**src/rtl/adc_irq_pkg.sv**
```systemverilog
package adc_irq_pkg;

  localparam int DONE_LSB   = 8;
  localparam int TMO_LSB    = 16;
  localparam int CFG_CLKOFF = 31;
  localparam int CFG_PWRDN  = 1;
  localparam int CFG_EN     = 0;

  typedef enum logic [2:0] {
    SEL_NONE,
    SEL_LINE,
    SEL_ARM,
    SEL_STAT,
    SEL_CFG
  } reg_sel_e;

  typedef struct packed {
    logic clk_off;
    logic pwr_dn;
    logic en;
  } core_cfg_t;

  function automatic logic [31:0] slot_bits(int n);
    logic [31:0] b;
    b = '0;
    for (int i = 0; i < n; i++) begin
      b[DONE_LSB+i] = 1'b1;
      b[TMO_LSB+i]  = 1'b1;
    end
    return b;
  endfunction

endpackage

```
**src/rtl/adc_irq_decode.sv**
```systemverilog
module adc_irq_decode import adc_irq_pkg::*; #(
  parameter int ADDR_W   = 12,
  parameter int LINE_OFS = 'hC0,
  parameter int ARM_OFS  = 'hD0,
  parameter int STAT_OFS = 'hE0,
  parameter int CFG_OFS  = 'h130,
  parameter int MAP_TOP  = 'h130
) (
  input  logic [ADDR_W-1:0] addr_i,
  output logic              ok_o,
  output reg_sel_e          sel_o
);

  localparam logic [ADDR_W-1:0] A_LINE = ADDR_W'(LINE_OFS);
  localparam logic [ADDR_W-1:0] A_ARM  = ADDR_W'(ARM_OFS);
  localparam logic [ADDR_W-1:0] A_STAT = ADDR_W'(STAT_OFS);
  localparam logic [ADDR_W-1:0] A_CFG  = ADDR_W'(CFG_OFS);
  localparam logic [ADDR_W-1:0] A_TOP  = ADDR_W'(MAP_TOP);

  assign ok_o = (addr_i[1:0] == 2'b00) && (addr_i <= A_TOP);

  always_comb begin
    sel_o = SEL_NONE;
    if (ok_o) begin
      if (addr_i == A_LINE)      sel_o = SEL_LINE;
      else if (addr_i == A_ARM)  sel_o = SEL_ARM;
      else if (addr_i == A_STAT) sel_o = SEL_STAT;
      else if (addr_i == A_CFG)  sel_o = SEL_CFG;
    end
  end

endmodule

```
**src/rtl/adc_irq_mask.sv**
```systemverilog
module adc_irq_mask import adc_irq_pkg::*; #(
  parameter int NSLOT = 4
) (
  input  logic        clk_i,
  input  logic        rst_ni,
  input  logic        wr_i,
  input  logic [31:0] wdata_i,
  output logic [31:0] mask_o
);

  localparam logic [31:0] KEEP = slot_bits(NSLOT);

  always_ff @(posedge clk_i or negedge rst_ni) begin
    if (!rst_ni)   mask_o <= '0;
    else if (wr_i) mask_o <= wdata_i & KEEP;
  end

endmodule

```
**src/rtl/adc_irq_status.sv**
```systemverilog
module adc_irq_status import adc_irq_pkg::*; #(
  parameter int NSLOT = 4
) (
  input  logic             clk_i,
  input  logic             rst_ni,
  input  logic             active_i,
  input  logic [NSLOT-1:0] done_i,
  input  logic [NSLOT-1:0] tmo_i,
  input  logic [31:0]      arm_i,
  input  logic             wr_i,
  input  logic [31:0]      wdata_i,
  output logic [31:0]      status_o
);

  logic [NSLOT-1:0] done_q;
  logic [NSLOT-1:0] tmo_q;

  for (genvar s = 0; s < NSLOT; s++) begin : g_slot
    logic set_done, set_tmo, clr_done, clr_tmo;

    assign set_done = active_i & done_i[s] & arm_i[DONE_LSB+s];
    assign set_tmo  = active_i & tmo_i[s]  & arm_i[TMO_LSB+s];
    assign clr_done = wr_i & ~wdata_i[DONE_LSB+s];
    assign clr_tmo  = wr_i & ~wdata_i[TMO_LSB+s];

    // set has priority over a same-cycle clear
    always_ff @(posedge clk_i or negedge rst_ni) begin
      if (!rst_ni) begin
        done_q[s] <= 1'b0;
        tmo_q[s]  <= 1'b0;
      end else begin
        done_q[s] <= set_done | (done_q[s] & ~clr_done);
        tmo_q[s]  <= set_tmo  | (tmo_q[s]  & ~clr_tmo);
      end
    end
  end

  always_comb begin
    status_o = '0;
    status_o[DONE_LSB +: NSLOT] = done_q;
    status_o[TMO_LSB  +: NSLOT] = tmo_q;
  end

endmodule

```
**src/rtl/adc_irq_core_cfg.sv**
```systemverilog
module adc_irq_core_cfg import adc_irq_pkg::*; (
  input  logic        clk_i,
  input  logic        rst_ni,
  input  logic        wr_i,
  input  logic [31:0] wdata_i,
  output core_cfg_t   cfg_o,
  output logic        active_o
);

  always_ff @(posedge clk_i or negedge rst_ni) begin
    if (!rst_ni) begin
      cfg_o <= '{clk_off: 1'b1, pwr_dn: 1'b1, en: 1'b0};
    end else if (wr_i) begin
      cfg_o.clk_off <= wdata_i[CFG_CLKOFF];
      cfg_o.pwr_dn  <= wdata_i[CFG_PWRDN];
      cfg_o.en      <= wdata_i[CFG_EN];
    end
  end

  assign active_o = cfg_o.en & ~cfg_o.pwr_dn & ~cfg_o.clk_off;

endmodule

```
**src/rtl/adc_irq_ctrl.sv**
```systemverilog
module adc_irq_ctrl import adc_irq_pkg::*; #(
  parameter int NSLOT    = 4,
  parameter int ADDR_W   = 12,
  parameter int LINE_OFS = 'hC0,
  parameter int ARM_OFS  = 'hD0,
  parameter int STAT_OFS = 'hE0,
  parameter int CFG_OFS  = 'h130,
  parameter int MAP_TOP  = 'h130
) (
  input  logic              clk_i,
  input  logic              rst_ni,
  input  logic              req_i,
  input  logic              we_i,
  input  logic [ADDR_W-1:0] addr_i,
  input  logic [31:0]       wdata_i,
  output logic [31:0]       rdata_o,
  input  logic [NSLOT-1:0]  done_evt_i,
  input  logic [NSLOT-1:0]  tmo_evt_i,
  output logic              irq_o,
  output logic              hold_o,
  output logic              clk_off_o,
  output logic              pwr_dn_o,
  output logic              core_en_o
);

  logic        acc_ok;
  reg_sel_e    sel;
  logic        wr_go, rd_go;
  logic [31:0] status_w, sig_en_w, int_en_w;
  logic        stat_wr_w;
  core_cfg_t   cfg;
  logic        active;
  logic        irq_q;

  adc_irq_decode #(
    .ADDR_W(ADDR_W), .LINE_OFS(LINE_OFS), .ARM_OFS(ARM_OFS),
    .STAT_OFS(STAT_OFS), .CFG_OFS(CFG_OFS), .MAP_TOP(MAP_TOP)
  ) u_dec (
    .addr_i(addr_i),
    .ok_o  (acc_ok),
    .sel_o (sel)
  );

  assign wr_go     = req_i & we_i & acc_ok;
  assign rd_go     = req_i & ~we_i & acc_ok;
  assign stat_wr_w = wr_go & (sel == SEL_STAT);

  adc_irq_mask #(.NSLOT(NSLOT)) u_line (
    .clk_i(clk_i), .rst_ni(rst_ni),
    .wr_i(wr_go & (sel == SEL_LINE)), .wdata_i(wdata_i), .mask_o(sig_en_w)
  );

  adc_irq_mask #(.NSLOT(NSLOT)) u_arm (
    .clk_i(clk_i), .rst_ni(rst_ni),
    .wr_i(wr_go & (sel == SEL_ARM)), .wdata_i(wdata_i), .mask_o(int_en_w)
  );

  adc_irq_core_cfg u_cfg (
    .clk_i(clk_i), .rst_ni(rst_ni),
    .wr_i(wr_go & (sel == SEL_CFG)), .wdata_i(wdata_i),
    .cfg_o(cfg), .active_o(active)
  );

  adc_irq_status #(.NSLOT(NSLOT)) u_stat (
    .clk_i(clk_i), .rst_ni(rst_ni),
    .active_i(active), .done_i(done_evt_i), .tmo_i(tmo_evt_i),
    .arm_i(int_en_w), .wr_i(stat_wr_w), .wdata_i(wdata_i),
    .status_o(status_w)
  );

  always_ff @(posedge clk_i or negedge rst_ni) begin
    if (!rst_ni) irq_q <= 1'b0;
    else         irq_q <= |(status_w & sig_en_w);
  end

  always_comb begin
    rdata_o = '0;
    if (rd_go) begin
      case (sel)
        SEL_LINE: rdata_o = sig_en_w;
        SEL_ARM:  rdata_o = int_en_w;
        SEL_STAT: rdata_o = status_w;
        SEL_CFG: begin
          rdata_o[CFG_CLKOFF] = cfg.clk_off;
          rdata_o[CFG_PWRDN]  = cfg.pwr_dn;
          rdata_o[CFG_EN]     = cfg.en;
        end
        default:  rdata_o = '0;
      endcase
    end
  end

  assign irq_o     = irq_q;
  assign hold_o    = ~active;
  assign clk_off_o = cfg.clk_off;
  assign pwr_dn_o  = cfg.pwr_dn;
  assign core_en_o = cfg.en;

endmodule

```
**config.mk**
```make
export PLATFORM = sky130hd
export DESIGN_NAME = adc_irq_ctrl
export DESIGN_NICKNAME = d
export VERILOG_FILES = /design/src/rtl/adc_irq_pkg.sv /design/src/rtl/adc_irq_decode.sv /design/src/rtl/adc_irq_mask.sv /design/src/rtl/adc_irq_status.sv /design/src/rtl/adc_irq_core_cfg.sv /design/src/rtl/adc_irq_ctrl.sv
export SDC_FILE = /design/constraint.sdc
export NUM_CORES = 1
export LEC_CHECK = 0
export ABC_AREA = 1
export BUFFER_PORTS_ARGS = -buffer_cell sky130_fd_sc_hd__buf_2
export CAP_MARGIN = 5
export CORE_UTILIZATION = 42
export DETAILED_ROUTE_END_ITERATION = 8
export GPL_TIMING_DRIVEN = 0
export HOLD_SLACK_MARGIN = 0.1
export PLACE_DENSITY_LB_ADDON = 0.25
export SYNTH_ARGS = -nofsm -noshare
export SYNTH_HDL_FRONTEND = slang
export SYNTH_SLANG_ARGS = --single-unit
```
**constraint.sdc**
```tcl
create_clock -name clk_i -period 1.2 [get_ports clk_i]
set_input_delay 0 -clock clk_i [delete_from_list [all_inputs] [get_ports clk_i]]
set_output_delay 0 -clock clk_i [all_outputs]
set_load 0.03 [all_outputs]
```
==> reports/metrics.cfg <==
[placed_design]
port-buffer-count=50
place_congestion=0.872
dp_hpwl_um=3500
dpl_cell_area_um2=2340

[cells_and_area]
layout_commonest_cell=nand2_1
diodes=0
drive_above_1_share=0.338
final_cell_mix=85 x nand2_1, 39 x buf_4, 37 x nand3_1
fillers=386
final_util=0.676
area.growth.synth_to_final_pct=53.4
nets=447
final_area_um2=2990

[clocking]
cts_root_buffer=clkbuf_8
cts.sinks=28
htreeDepth=1
cts_tree=yes
clk_pin_slew_worst_paths_ps=100
cts.path.max_buffers=2
clk_latency_ps=280
tritoncts.num_buffers=3

[yosys]
yosysSeqAreaShare=0.361
netlist_area_um2=1950
netlist.top_cell.by_area=dfrtp_1
synth_compound_area_frac=0.0257
synth_fa_ha_area_frac=0
syn_avg_cell_area_um2=7.07
synth_top_family_by_area=simple AND/OR/NAND/NOR gates
yosysUniqueCellTypes=23
yosys.area_share.xor_xnor=0
synth-simple-area-share=0.430
synth_area_leaders=dfrtp_1 33%, nand2_1 17%, nand3_1 9.5%
yosysWarnings=0
synth_top_area_share=0.334
ys_ff_latch=28
synth.area.mux_share=0
synthCells=275

[power]
power_leakage_nw=1.75
powerDensity_nw_per_um2=699
vdd_ir_drop_max_mv=0.561
fin_total_pwr_w=0.00209
intPower_w=0.00156
pwr-share-seq=0.452
p_sw_w=0.000524
power_frac_comb=0.189
clkPwrFrac=0.359
p_sw_frac=0.251

[critical_path]
crit_required_ps=1200
path_buf_inv=4
worstPathArrival_ps=1250
path_cells=buf_6 > nor2_4 > nand2_2 > nor2_1 > nand2_1 > nand2_2 > buf_8 > nand3_4 > nor2_4 > nand2_1 > inv_1 > buf_6
worst_path_largest_cell_delay_ps=210
path_class=primary input to output port
crit_family=simple AND/OR/NAND/NOR gates
worstSetupEndpointType=output port
cp_max_fo=8
critPathLaunchType=primary input
crit_slowest_cell=nor2_4

[global_routing]
grt_pass1_vias=2043
antenna_found_initial=0
grt_max_degree=29
use_met3=0.0245
gr-usage-met1=0.322
track_usage=0.244
grt_pass1_wl_um=9570
grtUsageMet2=0.429
grt_overflow=0
top_usage_layer=met2

[drt]
wire_per_inst_um=13.3
drtPass1Iterations=4
ant_nets=0
drc_errors=0
routed_wl_um=5870
viasPerCell=4.87
drtIter0Drc=118
vias=2152

[die]
die_y_um=70.1
die_area_um2=4910
io-pin-count=93
rows=24
initial_utilization=0.441
coreArea_um2=4410
die_w_um=70.1

[sta]
rsz0062_at_grt=true
clock_skew_ps=13.8
whs_ps=257
finalWorstSetupSlack_ps=-50.9
slew_violations=0
slew_headroom=0.574
fin_crit_sh=1.04
setup_viol=8
min_period_ps=1250
hold_viol=0
timing.fmax_mhz=799
tightestPinTransition_ps=639

[run_status]
outcome=complete, but fails checks
violations=negative setup slack

[worst_hold_path]
min_path_type=primary input to flop

[run]
timing.max_cap.violations=0

[worst paths after layout]
kind | slack [ps] | cells after the start | to | from
hold reg to reg | 510 | 2 | u_stat.status_o[17] | u_stat.status_o[17]
min in group asynchronous | 270 | 2 | u_stat.status_o[17] | rst_ni
max in group asynchronous | 510 | 2 | u_line.mask_o[16] | rst_ni
setup reg to reg | 80 | 5 | u_stat.status_o[18] | u_cfg.cfg_o[1]
setup / recovery | -50 | 12 | rdata_o[16] | addr_i[0]
hold / removal | 260 | 6 | u_stat.status_o[11] | addr_i[5]
[state kept, by name, summed over array words and instances, names as in the netlist]
signal	flops
irq_o	1
u_stat.status_o	8
u_line.mask_o	8
u_cfg.cfg_o	3
u_arm.mask_o	8
[cell type report]
class | instances | area [um^2] | share of cell area
multi-input cells | 200 | 1050 | 0.352
clock inverters | 1 | 30.0 | 0.0101
clock buffers | 3 | 41.3 | 0.0138
inverters | 41 | 154 | 0.0516
plain buffers | 26 | 205 | 0.0687
well taps | 52 | 65.1 | 0.0218
repair buffers | 91 | 736 | 0.246
flip-flops and latches | 28 | 703 | 0.236
[repair_timing]
item                                    CTS  global route
buffers inserted                         11             7
gates cloned                              1             0
pin swaps                                16            20
hold buffers                             22             0
hold endpoints to repair                 53             0
gates resized for setup                  35            23
endpoints found under the setup margin   19            30
[worst min-delay path, delay by kind of cell]
family	cells	cell delay [ps]
and+or+nand+nor	5	370
buffers and inverters	1	130
[cells by family (layout without fill, tap and decap cells)]
group	Yosys count	count (layout)
AO/OA/AOI/OAI	7	7
buffers and inverters	67	162
flip-flops	28	28
other	1	21
AND/OR/NAND/NOR	172	172
[synthesized netlist by cell type]
cell type and instances:
nand3_1 37, dfstp_2 2, nor3_1 2, nor2_1 11, nand4_2 1, buf_6 2, nor4_1 1, nor2_2 1
nand2_2 3, buf_4 22, inv_2 4, dfrtp_1 26, conb_1 1, a221oi_1 2, buf_2 2, nor2_8 2
inv_1 37, nand4_1 19, nand2_1 89, a22o_1 2, nor2_4 3, o21ai_1 3, nand3_2 3
[through the flow]
step	std cells	TNS (ps)	setup slack (ps)
after floorplan	295	0	35.5
after global placement	397	-4850	-229
after detailed placement	397	-5340	-254
after CTS	435	-123	-28.4
after global routing	442	-2780	-166
final	442	-229	-50.9
[routing by layer]
metal  part of all wire  wire (um)
met1               0.41       2420
met4              0.017         98
met5                  0          0
met2               0.50       2920
met3              0.072        420
[power by group through the flow]
| stage | Combinational (W) | Sequential [W] | Clock [W] |
|---|---|---|---|
| global route | 0.000425 | 0.000944 | 0.000802 |
| detailed placement | 0.000294 | 0.000962 | 0 |
| CTS | 0.000366 | 0.000943 | 0.000768 |
| floorplan | 0.000193 | 0.000962 | 0 |
| finish | 0.000395 | 0.000943 | 0.000749 |
| global placement | 0.000293 | 0.000962 | 0 |
(Power assumes the default switching activity.)
